<file path="config.mk">
export PLATFORM = sky130hd
export DESIGN_NAME = rtrig_unit
export DESIGN_NICKNAME = d
export VERILOG_FILES = /design/src/rtl/rtrig_pkg.sv /design/src/rtl/rtrig_lane_mux.sv /design/src/rtl/rtrig_cond.sv /design/src/rtl/rtrig_seq.sv /design/src/rtl/rtrig_unit.sv
export SDC_FILE = /design/constraint.sdc
export NUM_CORES = 1
export LEC_CHECK = 0
export BUFFER_PORTS_ARGS = -buffer_cell sky130_fd_sc_hd__buf_2
export CAP_MARGIN = 20
export CORE_UTILIZATION = 60
export DETAILED_ROUTE_END_ITERATION = 7
export MAX_ROUTING_LAYER = met4
export PLACE_DENSITY_LB_ADDON = 0.3
export SYNTH_ARGS = -nofsm -noshare
export SYNTH_HDL_FRONTEND = slang
export SYNTH_SLANG_ARGS = --single-unit
</file>
<file path="constraint.sdc">
create_clock -name clk -period 6.2 [get_ports clk]
set_input_delay 0.62 -clock clk [delete_from_list [all_inputs] [get_ports clk]]
set_output_delay 0.62 -clock clk [all_outputs]
set_load 0.005 [all_outputs]
</file>
<file path="src/rtl/rtrig_pkg.sv">
package rtrig_pkg;
  typedef enum logic [1:0] {
    TM_CROSS   = 2'd0,
    TM_HYST    = 2'd1,
    TM_WIN_IN  = 2'd2,
    TM_WIN_OUT = 2'd3
  } trig_mode_e;

  typedef enum logic [2:0] {
    SQ_IDLE  = 3'd0,
    SQ_PRE   = 3'd1,
    SQ_ARMED = 3'd2,
    SQ_POST  = 3'd3,
    SQ_DONE  = 3'd4
  } seq_state_e;
endpackage

</file>
<file path="src/rtl/rtrig_lane_mux.sv">
module rtrig_lane_mux #(
  parameter int NCH = 4,
  parameter int W   = 12,
  localparam int SEL_W = (NCH > 1) ? $clog2(NCH) : 1
) (
  input  logic [NCH*W-1:0] bus,
  input  logic [SEL_W-1:0] sel,
  output logic [W-1:0]     lane_out
);
  logic [W-1:0] lane [NCH];

  for (genvar g = 0; g < NCH; g++) begin : g_unpack
    assign lane[g] = bus[g*W +: W];
  end

  always_comb begin
    lane_out = '0;
    for (int i = 0; i < NCH; i++) begin
      if (sel == SEL_W'(i)) lane_out = lane[i];
    end
  end
endmodule

</file>
<file path="src/rtl/rtrig_cond.sv">
module rtrig_cond
  import rtrig_pkg::*;
#(
  parameter int W = 12
) (
  input  logic                clk,
  input  logic                rst_n,
  input  logic                clr,
  input  logic                smp_en,
  input  logic signed [W-1:0] smp,
  input  trig_mode_e          mode,
  input  logic                slope,
  input  logic signed [W-1:0] lvl,
  input  logic signed [W-1:0] lvl_hi,
  input  logic        [W-1:0] hyst,
  output logic                hit
);
  localparam int EW = W + 2;

  logic signed [W-1:0]  prev_q, prev_n;
  logic                 has_prev_q, has_prev_n;
  logic                 primed_q, primed_n;

  logic signed [EW-1:0] x_e, p_e, lo_e, hi_e, hy_e, thr_dn, thr_up;
  logic                 x_ge, x_le, edge_hit, hyst_hit, in_win;

  always_comb begin
    x_e    = $signed({{2{smp[W-1]}}, smp});
    p_e    = $signed({{2{prev_q[W-1]}}, prev_q});
    lo_e   = $signed({{2{lvl[W-1]}}, lvl});
    hi_e   = $signed({{2{lvl_hi[W-1]}}, lvl_hi});
    hy_e   = $signed({2'b00, hyst});
    thr_dn = lo_e - hy_e;
    thr_up = lo_e + hy_e;
    x_ge   = (x_e >= lo_e);
    x_le   = (x_e <= lo_e);
    in_win = x_ge && (x_e <= hi_e);

    if (slope) edge_hit = has_prev_q && (p_e > lo_e) && x_le;
    else       edge_hit = has_prev_q && (p_e < lo_e) && x_ge;

    hyst_hit = primed_q && (slope ? x_le : x_ge);

    unique case (mode)
      TM_CROSS:   hit = edge_hit;
      TM_HYST:    hit = hyst_hit;
      TM_WIN_IN:  hit = in_win;
      TM_WIN_OUT: hit = !in_win;
      default:    hit = 1'b0;
    endcase
  end

  always_comb begin
    prev_n     = prev_q;
    has_prev_n = has_prev_q;
    primed_n   = primed_q;
    if (clr) begin
      prev_n     = '0;
      has_prev_n = 1'b0;
      primed_n   = 1'b0;
    end else if (smp_en) begin
      prev_n     = smp;
      has_prev_n = 1'b1;
      if (!slope) begin
        if (x_e < thr_dn) primed_n = 1'b1;
        else if (x_ge)    primed_n = 1'b0;
      end else begin
        if (x_e > thr_up) primed_n = 1'b1;
        else if (x_le)    primed_n = 1'b0;
      end
    end
  end

  always_ff @(posedge clk or negedge rst_n) begin
    if (!rst_n) begin
      prev_q     <= '0;
      has_prev_q <= 1'b0;
      primed_q   <= 1'b0;
    end else if (clr || smp_en) begin
      prev_q     <= prev_n;
      has_prev_q <= has_prev_n;
      primed_q   <= primed_n;
    end
  end
endmodule

</file>
<file path="src/rtl/rtrig_seq.sv">
module rtrig_seq
  import rtrig_pkg::*;
#(
  parameter int CW    = 8,
  parameter int IDX_W = 12
) (
  input  logic             clk,
  input  logic             rst_n,
  input  logic             start,
  input  logic             as_start,
  input  logic             smp_valid,
  input  logic             hit,
  input  logic [CW-1:0]    pre_cnt,
  input  logic [CW-1:0]    post_cnt,
  output logic             active,
  output logic             clr_hist,
  output logic             trig_pulse,
  output logic [IDX_W-1:0] trig_idx,
  output logic             armed,
  output logic             done,
  output logic             cfg_err
);
  localparam logic [IDX_W-1:0] IDX_MAX = '1;

  seq_state_e       st_q, st_n;
  logic [IDX_W-1:0] idx_q, idx_n;
  logic [CW:0]      post_q, post_n;
  logic             tp_q, tp_n;
  logic [IDX_W-1:0] tidx_q, tidx_n;
  logic             err_q, err_n;
  logic             smp_en;
  logic [IDX_W-1:0] pre_ext;

  assign active   = (st_q == SQ_PRE) || (st_q == SQ_ARMED) || (st_q == SQ_POST);
  assign clr_hist = start && !as_start;
  assign smp_en   = smp_valid && !start && active;
  assign pre_ext  = IDX_W'(pre_cnt);

  always_comb begin
    st_n   = st_q;
    idx_n  = idx_q;
    post_n = post_q;
    tp_n   = 1'b0;
    tidx_n = tidx_q;
    err_n  = err_q;
    if (start) begin
      if (as_start) begin
        err_n = 1'b1;
      end else begin
        err_n  = 1'b0;
        st_n   = (pre_cnt == '0) ? SQ_ARMED : SQ_PRE;
        idx_n  = '0;
        post_n = '0;
      end
    end else if (smp_en) begin
      unique case (st_q)
        SQ_PRE: begin
          if (idx_q + 1'b1 == pre_ext) st_n = SQ_ARMED;
        end
        SQ_ARMED: begin
          if (hit) begin
            tp_n   = 1'b1;
            tidx_n = idx_q;
            st_n   = (post_cnt == '0) ? SQ_DONE : SQ_POST;
          end
        end
        SQ_POST: begin
          post_n = post_q + 1'b1;
          if (post_q + 1'b1 == {1'b0, post_cnt}) st_n = SQ_DONE;
        end
        default: st_n = st_q;
      endcase
      if (idx_q != IDX_MAX) idx_n = idx_q + 1'b1;
    end
  end

  always_ff @(posedge clk or negedge rst_n) begin
    if (!rst_n) begin
      st_q   <= SQ_IDLE;
      idx_q  <= '0;
      post_q <= '0;
      tp_q   <= 1'b0;
      tidx_q <= '0;
      err_q  <= 1'b0;
    end else begin
      st_q   <= st_n;
      idx_q  <= idx_n;
      post_q <= post_n;
      tp_q   <= tp_n;
      tidx_q <= tidx_n;
      err_q  <= err_n;
    end
  end

  assign trig_pulse = tp_q;
  assign trig_idx   = tidx_q;
  assign armed      = (st_q == SQ_ARMED);
  assign done       = (st_q == SQ_DONE);
  assign cfg_err    = err_q;
endmodule

</file>
<file path="src/rtl/rtrig_unit.sv">
module rtrig_unit
  import rtrig_pkg::*;
#(
  parameter int NCH   = 4,
  parameter int W     = 12,
  parameter int CW    = 8,
  parameter int IDX_W = 12,
  localparam int SEL_W = (NCH > 1) ? $clog2(NCH) : 1
) (
  input  logic             clk,
  input  logic             rst_n,
  input  logic             smp_valid,
  input  logic [NCH*W-1:0] smp_bus,
  input  logic [SEL_W-1:0] chan_sel,
  input  logic [1:0]       cfg_mode,
  input  logic             cfg_slope,
  input  logic [W-1:0]     cfg_level,
  input  logic [W-1:0]     cfg_level_hi,
  input  logic [W-1:0]     cfg_hyst,
  input  logic [CW-1:0]    cfg_pre,
  input  logic [CW-1:0]    cfg_post,
  input  logic             cfg_as_start,
  input  logic             start,
  output logic             trig_pulse,
  output logic [IDX_W-1:0] trig_idx,
  output logic             armed,
  output logic             done,
  output logic             cfg_err
);
  logic [W-1:0] lane_x;
  logic         hit, active, clr_hist, cond_en;
  trig_mode_e   mode;

  assign mode    = trig_mode_e'(cfg_mode);
  assign cond_en = smp_valid && !start && active;

  rtrig_lane_mux #(.NCH(NCH), .W(W)) u_mux (
    .bus      (smp_bus),
    .sel      (chan_sel),
    .lane_out (lane_x)
  );

  rtrig_cond #(.W(W)) u_cond (
    .clk    (clk),
    .rst_n  (rst_n),
    .clr    (clr_hist),
    .smp_en (cond_en),
    .smp    ($signed(lane_x)),
    .mode   (mode),
    .slope  (cfg_slope),
    .lvl    ($signed(cfg_level)),
    .lvl_hi ($signed(cfg_level_hi)),
    .hyst   (cfg_hyst),
    .hit    (hit)
  );

  rtrig_seq #(.CW(CW), .IDX_W(IDX_W)) u_seq (
    .clk        (clk),
    .rst_n      (rst_n),
    .start      (start),
    .as_start   (cfg_as_start),
    .smp_valid  (smp_valid),
    .hit        (hit),
    .pre_cnt    (cfg_pre),
    .post_cnt   (cfg_post),
    .active     (active),
    .clr_hist   (clr_hist),
    .trig_pulse (trig_pulse),
    .trig_idx   (trig_idx),
    .armed      (armed),
    .done       (done),
    .cfg_err    (cfg_err)
  );
endmodule

</file>
==> results.py, run 1 <==
metrics = {
    "run_status": {
        "outcome": "finished with violations",
        "violations": "design-rule violations",
    },
    "timing": {
        "skew_ns": 0.01135,
        "drv_slew": 0,
        "setup_violations": 0,
        "fin_crit_sh": 0.6480,
        "hold_viol": 0,
        "worst_hold_slack_ns": 0.4053,
        "slew_headroom": 0.4934,
        "rsz0062_at_grt": "no",
        "max_freq_mhz": 248.9,
        "worstMarginPinSlew_ns": 0.7599,
        "finalSetupTns_ns": 0,
        "finalCriticalPeriod_ns": 4.017,
    },
    "finish": {
        "nNetsFinal": 1009,
        "layout_commonest_cell": "buf_2",
        "syn2layout_area_growth_pct": 13.05,
        "mostFrequentLayoutCells": "125 x buf_2, 90 x ha_1, 61 x inv_1, 56 x nand2_1, 52 x dfrtp_1",
        "antennaDiodeCount": 0,
        "post-route-util": 0.6965,
        "drive_gt1_frac": 0.2240,
        "fillers": 814,
    },
    "place": {
        "place_congestion": 0.9537,
        "hpwl_um": 12550,
        "port_buffers": 125,
    },
    "floorplan": {
        "row_count": 36,
        "initial_utilization": 0.6161,
        "design.core.area_um2": 9729,
        "boundaryPins": 126,
        "dieArea_um2": 10390,
        "die_y_um": 102.0,
        "fp.dieW_um": 102.0,
    },
    "worst_setup_path": {
        "critical_path_arrival_ns": 4.26,
        "cp_num_cells": 18,
        "crit_path_end_kind": "flop",
        "cpMostUsedCell": "a21oi_1",
        "ff2ff_path_depth": 9,
        "slowest_delay_ns": 0.63,
        "worst-path-buf-inv": 3,
        "cp_top_family": "compound AO/OA/AOI/OAI gates",
        "crit_path_max_fanout": 4,
        "cp-start-kind": "input port",
        "path_class": "input port to flop",
        "crit_chain": "buf_2 > inv_1 > ha_1 > inv_1 > fa_1 > a21o_1 > a21oi_1 > nor2b_1 > o21a_1 > o22a_1 > a41oi_1 > a221oi_1 > xnor2_1 > ha_1 > or4b_2 > nor3_1 > a21oi_1 > a21oi_1",
        "worst_path_max_delay_cell": "or4b_2",
        "worstPathRequired_ns": 6.44,
    },
    "clock_network": {
        "worstSkewPairLatency_ns": 0.32,
        "cts_tree": "yes",
        "postCtsSetupRepairBufs": 0,
        "cts.path.max_buffers": 2,
        "numCtsBuffers": 5,
        "cts_sinks": 52,
        "clk_transition_reported_paths_ns": 0.10,
        "root_buffer": "clkbuf_8",
        "hold_buffers": 0,
        "h-tree-depth": 2,
        "cts_resized": 0,
    },
    "grt": {
        "grt_max_degree": 53,
        "antenna_found_initial": 0,
        "grt_pass1_vias": 5647,
        "grt_pass1_wl_um": 24670,
        "grt_usage": 0.3096,
        "gr-total-overflow": 0,
    },
    "drt": {
        "first_iter_violations": 256,
        "drtPass1Iterations": 8,
        "routed_wl_um": 15360,
        "route.detailed.drc": 1,
        "via_count": 5693,
        "routedWlPerCell_um": 16.32,
        "drt-vias-per-instance": 6.050,
        "ant_nets": 0,
    },
    "synthesis": {
        "yosys.area.top_type": "dfrtp_1",
        "ys_ff_latch": 52,
        "syn_inst": 698,
        "synth-edff-count": 0,
        "avgSynthCellArea_um2": 8.588,
        "synth_top_flop_cell": "dfrtp_1",
        "ys_seq_area_frac": 0.2171,
        "synth_area_leaders": "dfrtp_1 22%, ha_1 19%, mux4_2 4.5%, o21ai_0 4.3%, xnor2_1 4.2%",
        "async_flop_share": 1.000,
        "yosysUniqueCellTypes": 75,
        "synth_fp_nets": 900,
        "syn_area_um2": 5994,
        "synth.top_cell.area_share": 0.2171,
        "yosysWarnings": 0,
    },
    "power_and_ir_drop": {
        "powerDensity_nw_per_um2": 233.0,
        "p_total_w": 0.001579,
        "cellLeakagePower_nw": 3.357,
        "ir_drop_mv": 0.1522,
    },
    "hold_path": {
        "hold_class": "input port to async pin",
    },
    "run": {
        "maxCapViolations": 0,
    },
}
state kept, by name (all words and copies together) (netlist names):
register           cells
u_cond.prev_q         12
u_seq.idx_q           12
u_seq.trig_idx        12
u_seq.post_q           9
u_seq.st_q             3
u_cond.has_prev_q      1
u_cond.primed_q        1
u_seq.cfg_err          1
u_seq.trig_pulse       1
through the flow:
step	instance area [um2]	setup slack (ns)	instances
2_1_floorplan	5995	2.281	698
3_3_place_gp	6683	2.115	933
3_5_place_dp	6683	1.890	933
4_1_cts	6777	2.198	941
5_1_grt	6777	2.022	941
6_report	6777	2.183	941
logic make-up (layout without fill, tap and decap cells):
family          count (synthesis)  in the layout  synth area share
compound gates                170            170            0.1868
xor+xnor                       45             45           0.06575
fa+ha+maj                      92             92            0.1945
buf+inv                        86            196           0.05886
flops                          52             52            0.2171
mux                            28             28           0.08015
simple gates                  225            225            0.1968
synth_stat cells (12+ instances only):
library cell,n
clkbuf_1,12
nand4_1,13
nor3_1,23
dfrtp_1,52
inv_1,61
nand2b_1,13
ha_1,90
xor2_1,16
xnor2_1,29
nand3_1,23
o21ai_0,51
nor2b_1,13
a21oi_1,45
nor2_1,37
nand2_1,56
mux4_2,12
worst register-to-register path: stages (launching register included):
cell and delay (ns):
dfrtp_1 0.47, ha_1 0.24, nand3_1 0.25, nor3_1 0.35
nand3_1 0.16, o21ai_0 0.24, and2_1 0.66, nor3_1 0.11
a21oi_1 0.14, o21ai_0 0.10
path summary, 6_finish.rpt:
kind | end | slack, ns | start
max | u_cond.primed_q | 2.18 | cfg_level[0]
min | u_seq.post_q[5] | 0.41 | rst_n
max reg2reg | u_seq.idx_q[11] | 3.36 | u_seq.idx_q[0]
min reg2reg | u_seq.trig_idx[0] | 0.51 | u_seq.trig_idx[0]
max in group asynchronous | u_seq.post_q[4] | 5.35 | rst_n
min in group clk | u_seq.trig_idx[0] | 0.51 | u_seq.trig_idx[0]
cell type report:
cell class                      count  area, um2  share of cell area
Clock buffer                        5      68.82             0.01016
Clock inverter                      3      25.02            0.003693
Inverter                           61      229.0             0.03379
Multi-Input combinational cell    560       4345              0.6412
Sequential cell                    52       1301              0.1920
Tap cell                          133      166.4             0.02456
Timing Repair Buffer              127      640.6             0.09453
per-layer routing:
metal	track usage	wire length, um	vias to the layer above
met2	0.5489	7705	249
met1	0.3443	6231	2637
met4	0.1549	563	0
met5	-	0	-
li1	-	-	2758
met3	0.03557	855	49
where the power goes:
| part | internal [W] | switching [W] |
|---|---|---|
| clock network | 0.0000826 | 0.000125 |
| logic | 0.000374 | 0.000423 |
| registers | 0.000441 | 0.000134 |
| total | 0.000897 | 0.000682 |
No activity file was read; power rests on OpenSTA's default activity.
==> run 2: changes to the inputs <==
--- a/config.mk
+++ b/config.mk
@@ -7,7 +7,7 @@
 export LEC_CHECK = 0
 export BUFFER_PORTS_ARGS = -buffer_cell sky130_fd_sc_hd__buf_2
 export CAP_MARGIN = 20
-export CORE_UTILIZATION = 60
+export CORE_UTILIZATION = 57
 export DETAILED_ROUTE_END_ITERATION = 7
 export MAX_ROUTING_LAYER = met4
 export PLACE_DENSITY_LB_ADDON = 0.3
==> constraint.sdc (replaced) <==
create_clock -name clk -period 3.76 [get_ports clk]
set_input_delay 0.376 -clock clk [delete_from_list [all_inputs] [get_ports clk]]
set_output_delay 0.376 -clock clk [all_outputs]
set_load 0.005 [all_outputs]
==> run 2 against run 1 <==
- the flow now finishes without violations
- die area up 5.2%
- clock power up 66%
- via count about the same
- routed wire length down 1.1%
- sequential cell count unchanged
- final cell count up 2.1%
- worst hold slack worse by 0.084 ns
- count of clock-buffer cells in the layout unchanged
- sequential power up 63%
- worst setup slack worse by 2.0 ns
- non-clock buffer count up 17
==> results.py, run 2 (synthesis results as in run 1) <==
metrics = {
    "clock_network": {
        "h-tree-depth": 2,
        "clk_transition_reported_paths_ns": 0.10,
        "worstSkewPairLatency_ns": 0.32,
        "cts_tree": "yes",
        "root_buffer": "clkbuf_8",
        "cts_sinks": 52,
        "numCtsBuffers": 5,
        "cts.path.max_buffers": 2,
    },
    "grt": {
        "gr-total-overflow": 0,
        "grt_pass1_wl_um": 25340,
        "grt_max_degree": 37,
        "antenna_found_initial": 0,
        "grt_usage": 0.2912,
        "grt_pass1_vias": 5668,
    },
    "finish": {
        "mostFrequentLayoutCells": "125 x buf_2, 90 x ha_1, 61 x inv_1, 56 x nand2_1, 52 x dfrtp_1",
        "fin_cells": 961,
        "fin_area_um2": 6938,
        "nNetsFinal": 1026,
        "layout_commonest_cell": "buf_2",
        "antennaDiodeCount": 0,
        "syn2layout_area_growth_pct": 15.74,
        "drive_gt1_frac": 0.2412,
    },
    "power_and_ir_drop": {
        "pwr-share-comb": 0.510,
        "clockPowerShare": 0.131,
        "p_switching_w": 0.001113,
        "intPower_w": 0.001504,
        "powerDensity_nw_per_um2": 377.2,
        "p_seq_frac": 0.359,
        "cellLeakagePower_nw": 3.445,
        "ir_drop_mv": 0.2291,
        "switching_share": 0.4251,
    },
    "timing": {
        "finalCriticalPeriod_ns": 3.545,
        "max_freq_mhz": 282.1,
        "skew_ns": 0.01594,
        "setup_violations": 0,
        "drv_slew": 0,
        "hold_viol": 0,
        "fin_crit_sh": 0.9428,
        "worstMarginPinSlew_ns": 0.8063,
        "rsz0062_at_grt": "no",
        "slew_headroom": 0.4625,
    },
    "floorplan": {
        "design.core.area_um2": 10280,
        "initial_utilization": 0.5833,
        "fp.dieW_um": 104.6,
        "die_y_um": 104.6,
        "row_count": 37,
        "boundaryPins": 126,
        "dieArea_um2": 10930,
    },
    "drt": {
        "drt-vias-per-instance": 5.923,
        "ant_nets": 0,
        "first_iter_violations": 226,
        "route.detailed.drc": 0,
        "via_count": 5692,
        "routedWlPerCell_um": 15.81,
        "drtPass1Iterations": 5,
        "routed_wl_um": 15190,
    },
    "worst_setup_path": {
        "path_class": "input port to flop",
        "crit_path_max_fanout": 3,
        "critical_path_arrival_ns": 3.79,
        "cp-start-kind": "input port",
        "worstPathRequired_ns": 4.01,
        "crit_path_end_kind": "flop",
    },
    "place": {
        "place_congestion": 0.9522,
        "dp_cells": 952,
        "place_area_um2": 6819,
        "hpwl_um": 12590,
        "port_buffers": 125,
    },
    "run": {
        "maxCapViolations": 0,
    },
    "run_status": {
        "outcome": "complete, no violations",
    },
    "hold_path": {
        "hold_class": "input port to flop",
    },
}
[run 2: changes by cell type in the layout (fill, tap and decap cells not counted), sizes merged]
cell / before / now
clkinv: 0 / 1
dlygate4sd3: 0 / 1
inv: 63 / 62
buf: 127 / 143
[run 2: metrics by stage]
step | total power, W | setup TNS (ns) | utilization | setup WS [ns] | hold slack [ns]
6_report | 0.002617 | 0 | 0.6751 | 0.2149 | 0.3218
5_1_grt | 0.002840 | 0 | 0.6751 | 0.05207 | 0.3238
4_1_cts | 0.002618 | 0 | 0.6739 | 0.2226 | 0.3118
3_5_place_dp | 0.002265 | -0.1026 | 0.6635 | -0.1026 | 0.3222
3_3_place_gp | 0.002196 | -0.02401 | 0.6635 | -0.02401 | 0.3172
2_1_floorplan | 0.001861 | 0 | - | 0.08507 | 0.08041
[run 2: area by class of cell]
cell class                      count  area [um2]
Clock buffer                        5       68.82
Inverter                           61       229.0
Timing Repair Buffer              144       783.3
Tap cell                          136       170.2
Fill cell                         915        3339
Sequential cell                    52        1301
Multi-Input combinational cell    560        4358
Clock inverter                      3       27.53
[run 2: worst paths after layout]
kind / depth (start not counted) / startpoint / end / slack [ns]
hold / removal: 2 / cfg_as_start / u_seq.cfg_err / 0.32
setup / recovery: 17 / cfg_hyst[1] / u_cond.primed_q / 0.21
hold reg to reg: 1 / u_seq.trig_idx[0] / u_seq.trig_idx[0] / 0.51
setup reg to reg: 9 / u_seq.idx_q[0] / u_seq.idx_q[5] / 0.80
max in group asynchronous: 3 / rst_n / u_seq.idx_q[7] / 2.46
min in group asynchronous: 2 / rst_n / u_cond.prev_q[6] / 0.51
[run 2: power by group through the flow]
stage | clock network, W | logic (W) | registers, W
2_1_floorplan | 0 | 0.00102 | 0.000842
3_3_place_gp | 0 | 0.00126 | 0.000935
3_5_place_dp | 0 | 0.00132 | 0.000947
4_1_cts | 0.000355 | 0.00133 | 0.000935
5_1_grt | 0.000374 | 0.00149 | 0.000974
6_report | 0.000344 | 0.00133 | 0.000940
[run 2: timing repair]
item	4_1_cts	5_1_grt
hold endpoints to repair	16	0
setup buffers	0	0
setup endpoints to repair	0	1
gates resized for setup	0	2
hold buffers	1	0
[run 2: worst max-delay path: stages]
cell and delay (ns):
buf_2 0.11, inv_1 0.14, ha_1 0.26, nor2b_1 0.13, o21ai_0 0.25, a21oi_1 0.15
o21ai_0 0.25, buf_4 0.17, a211oi_1 0.12, o31ai_2 0.33, nand2b_1 0.14, a21oi_1 0.07
ha_1 0.29, or4b_2 0.60, nor3_1 0.18, a21oi_1 0.10, a21oi_1 0.14
[run 2: per-layer routing]
layer  up-vias  wire (um)  part of all wire  GRT usage
li1       2781          -                 -          -
met1      2703       6485              0.43     0.3401
met2       175       7692              0.51     0.5128
met3        33        626             0.041    0.03244
met4         0        384             0.025     0.1112
met5         -          0                 0          -
==> run 3: changes to the inputs <==
--- a/config.mk
+++ b/config.mk
@@ -11,6 +11,8 @@
 export DETAILED_ROUTE_END_ITERATION = 7
 export MAX_ROUTING_LAYER = met4
 export PLACE_DENSITY_LB_ADDON = 0.3
+export REMOVE_ABC_BUFFERS = 1
+export SLEW_MARGIN = 20
 export SYNTH_ARGS = -nofsm -noshare
 export SYNTH_HDL_FRONTEND = slang
 export SYNTH_SLANG_ARGS = --single-unit
==> run 3 against run 2 <==
- first-iteration DRC count is 17% higher
- global-route usage is 0.14 points higher
- utilization barely moved
- combinational power is essentially flat
- register-to-register slack better by 0.09 ns
- the run now ends with negative hold slack left
- final area about the same
- sequential power up 0.5%
- routed wire length fell by 0.31%
- via count shrank 0.60%
- non-clock buffer count is 1 higher
- count of clock-buffer cells in the layout unchanged
==> results.py, run 3 (synthesis results as in run 1) <==
metrics = {
    "run_status": {
        "outcome": "finished with violations",
        "violations": "negative hold slack",
    },
    "floorplan": {
        "dieArea_um2": 10930,
        "row_count": 37,
        "design.core.area_um2": 10280,
        "die_y_um": 104.6,
        "initial_utilization": 0.5833,
        "boundaryPins": 126,
        "fp.dieW_um": 104.6,
    },
    "grt": {
        "met3_usage": 0.02620,
        "busiest_layer": "met2",
        "grt_max_degree": 35,
        "grtUsageMet2": 0.5345,
        "antenna_found_initial": 0,
        "grt_pass1_wl_um": 25630,
        "grt_usage": 0.2927,
        "grtUsageMet1": 0.3341,
        "grt_pass1_vias": 5755,
        "gr-total-overflow": 0,
    },
    "clock_network": {
        "cts.path.max_buffers": 2,
        "numCtsBuffers": 5,
        "h-tree-depth": 2,
        "cts_sinks": 52,
        "clk_transition_reported_paths_ns": 0.09,
        "postCtsSetupRepairBufs": 0,
        "root_buffer": "clkbuf_8",
        "cts_tree": "yes",
        "worstSkewPairLatency_ns": 0.31,
    },
    "worst_setup_path": {
        "cp-start-kind": "input port",
        "critical_path_arrival_ns": 3.75,
        "worstPathRequired_ns": 4.00,
        "crit_path_max_fanout": 3,
        "worst_path_max_delay_cell": "or4b_2",
        "path_class": "input port to flop",
        "startpoint": "cfg_level[0]",
        "slowest_delay_ns": 0.63,
        "crit_chain": "buf_2 > inv_1 > ha_1 > inv_1 > fa_1 > a21o_1 > a21oi_2 > nor2b_1 > o21a_1 > o22a_1 > a41oi_2 > a221oi_1 > xnor2_1 > ha_1 > or4b_2 > nor3_1 > a21oi_1 > a21oi_1",
        "crit_path_end_kind": "flop",
        "reg2reg_from": "u_seq.idx_q[0]",
    },
    "timing": {
        "drv_slew": 0,
        "skew_ns": 0.01235,
        "max_freq_mhz": 284.4,
        "setup_violations": 0,
        "worst_hold_slack_ns": -0.0004221,
        "rsz0062_at_grt": "no",
        "hold_viol": 4,
        "slew_headroom": 0.4928,
        "finalCriticalPeriod_ns": 3.517,
        "finalSetupTns_ns": 0,
        "worstMarginPinSlew_ns": 0.7608,
        "fin_crit_sh": 0.9353,
    },
    "drt": {
        "route.detailed.drc": 0,
        "drt-vias-per-instance": 5.881,
        "ant_nets": 0,
        "routed_wl_um": 15140,
        "drtPass1Iterations": 7,
        "via_count": 5658,
        "first_iter_violations": 264,
        "routedWlPerCell_um": 15.74,
    },
    "finish": {
        "drive_gt1_frac": 0.2433,
        "post-route-util": 0.6748,
        "syn2layout_area_growth_pct": 15.70,
        "antennaDiodeCount": 0,
        "nNetsFinal": 1027,
        "mostFrequentLayoutCells": "125 x buf_2, 90 x ha_1, 61 x inv_1, 56 x nand2_1, 52 x dfrtp_1",
        "layout_commonest_cell": "buf_2",
    },
    "power_and_ir_drop": {
        "cellLeakagePower_nw": 3.449,
        "powerDensity_nw_per_um2": 376.0,
        "ir_drop_mv": 0.2354,
    },
    "place": {
        "port_buffers": 125,
        "place_congestion": 0.9638,
        "hpwl_um": 12590,
    },
    "run": {
        "maxCapViolations": 0,
    },
    "hold_path": {
        "hold_class": "input port to async pin",
    },
}
[run 3: cell types whose count changed in the layout (fill, tap and decap cells not counted), sizes merged]
cell and delta:
dlygate4sd3 -1, buf +2
[run 3: routing by layer]
| layer | share of wire | vias to the layer above |
|---|---|---|
| li1 | - | 2788 |
| met1 | 0.43 | 2642 |
| met2 | 0.51 | 197 |
| met3 | 0.041 | 31 |
| met4 | 0.024 | 0 |
| met5 | 0 | - |
[run 3: worst paths after layout]
| kind | to | slack (ns) | cells after the start |
|---|---|---|---|
| setup / recovery | u_cond.primed_q | 0.24 | 18 |
| hold reg to reg | u_seq.post_q[8] | 0.51 | 1 |
| hold / removal | u_seq.post_q[1] | -0.0004 | 1 |
| max in group asynchronous | u_seq.trig_idx[8] | 2.98 | 2 |
| setup reg to reg | u_seq.idx_q[9] | 0.89 | 9 |
| min in group clk | u_seq.cfg_err | 0.32 | 2 |
[run 3: per-stage QoR]
stage | area [um2] | setup WS, ns | total power, W | std cells | hold WS (ns)
global route | 6935 | 0.006073 | 0.002832 | 962 | 0.01805
floorplan | 5871 | 0.3056 | 0.001812 | 673 | 0.08041
detailed placement | 6834 | -0.2143 | 0.002271 | 954 | 0.3466
CTS | 6924 | 0.1085 | 0.002601 | 962 | 0.01404
global placement | 6834 | -0.03076 | 0.002195 | 954 | 0.3458
finish | 6935 | 0.2434 | 0.002608 | 962 | -0.0004221
[run 3: worst max-delay path, delay by kind of cell]
| family | cells | cell delay [ns] |
|---|---|---|
| simple gates | 3 | 0.88 |
| buf+inv | 3 | 0.22 |
| fa+ha+maj | 3 | 0.76 |
| xor+xnor | 1 | 0.15 |
| compound gates | 8 | 1.37 |
[run 3: what timing repair did]
| action | CTS | global route |
|---|---|---|
| resized for setup | 0 | 2 |
| hold buffers | 0 | 0 |
| endpoints found under the setup margin | 0 | 1 |
[run 3: where the power goes]
group          leakage, nW  switching [W]  internal (W)
Clock               0.0445       0.000196      0.000133
Sequential           0.679       0.000217      0.000728
Combinational         2.73       0.000692      0.000642
Total                 3.45        0.00110       0.00150
[run 3: area by class of cell]
class / instances / area, um2
clock buffer: 5 / 68.82
sequential: 52 / 1301
clock inverter: 3 / 21.27
multi-input combinational: 560 / 4357
tap: 136 / 170.2
fill: 858 / 3342
timing repair buffer: 145 / 788.3
inverter: 61 / 229.0
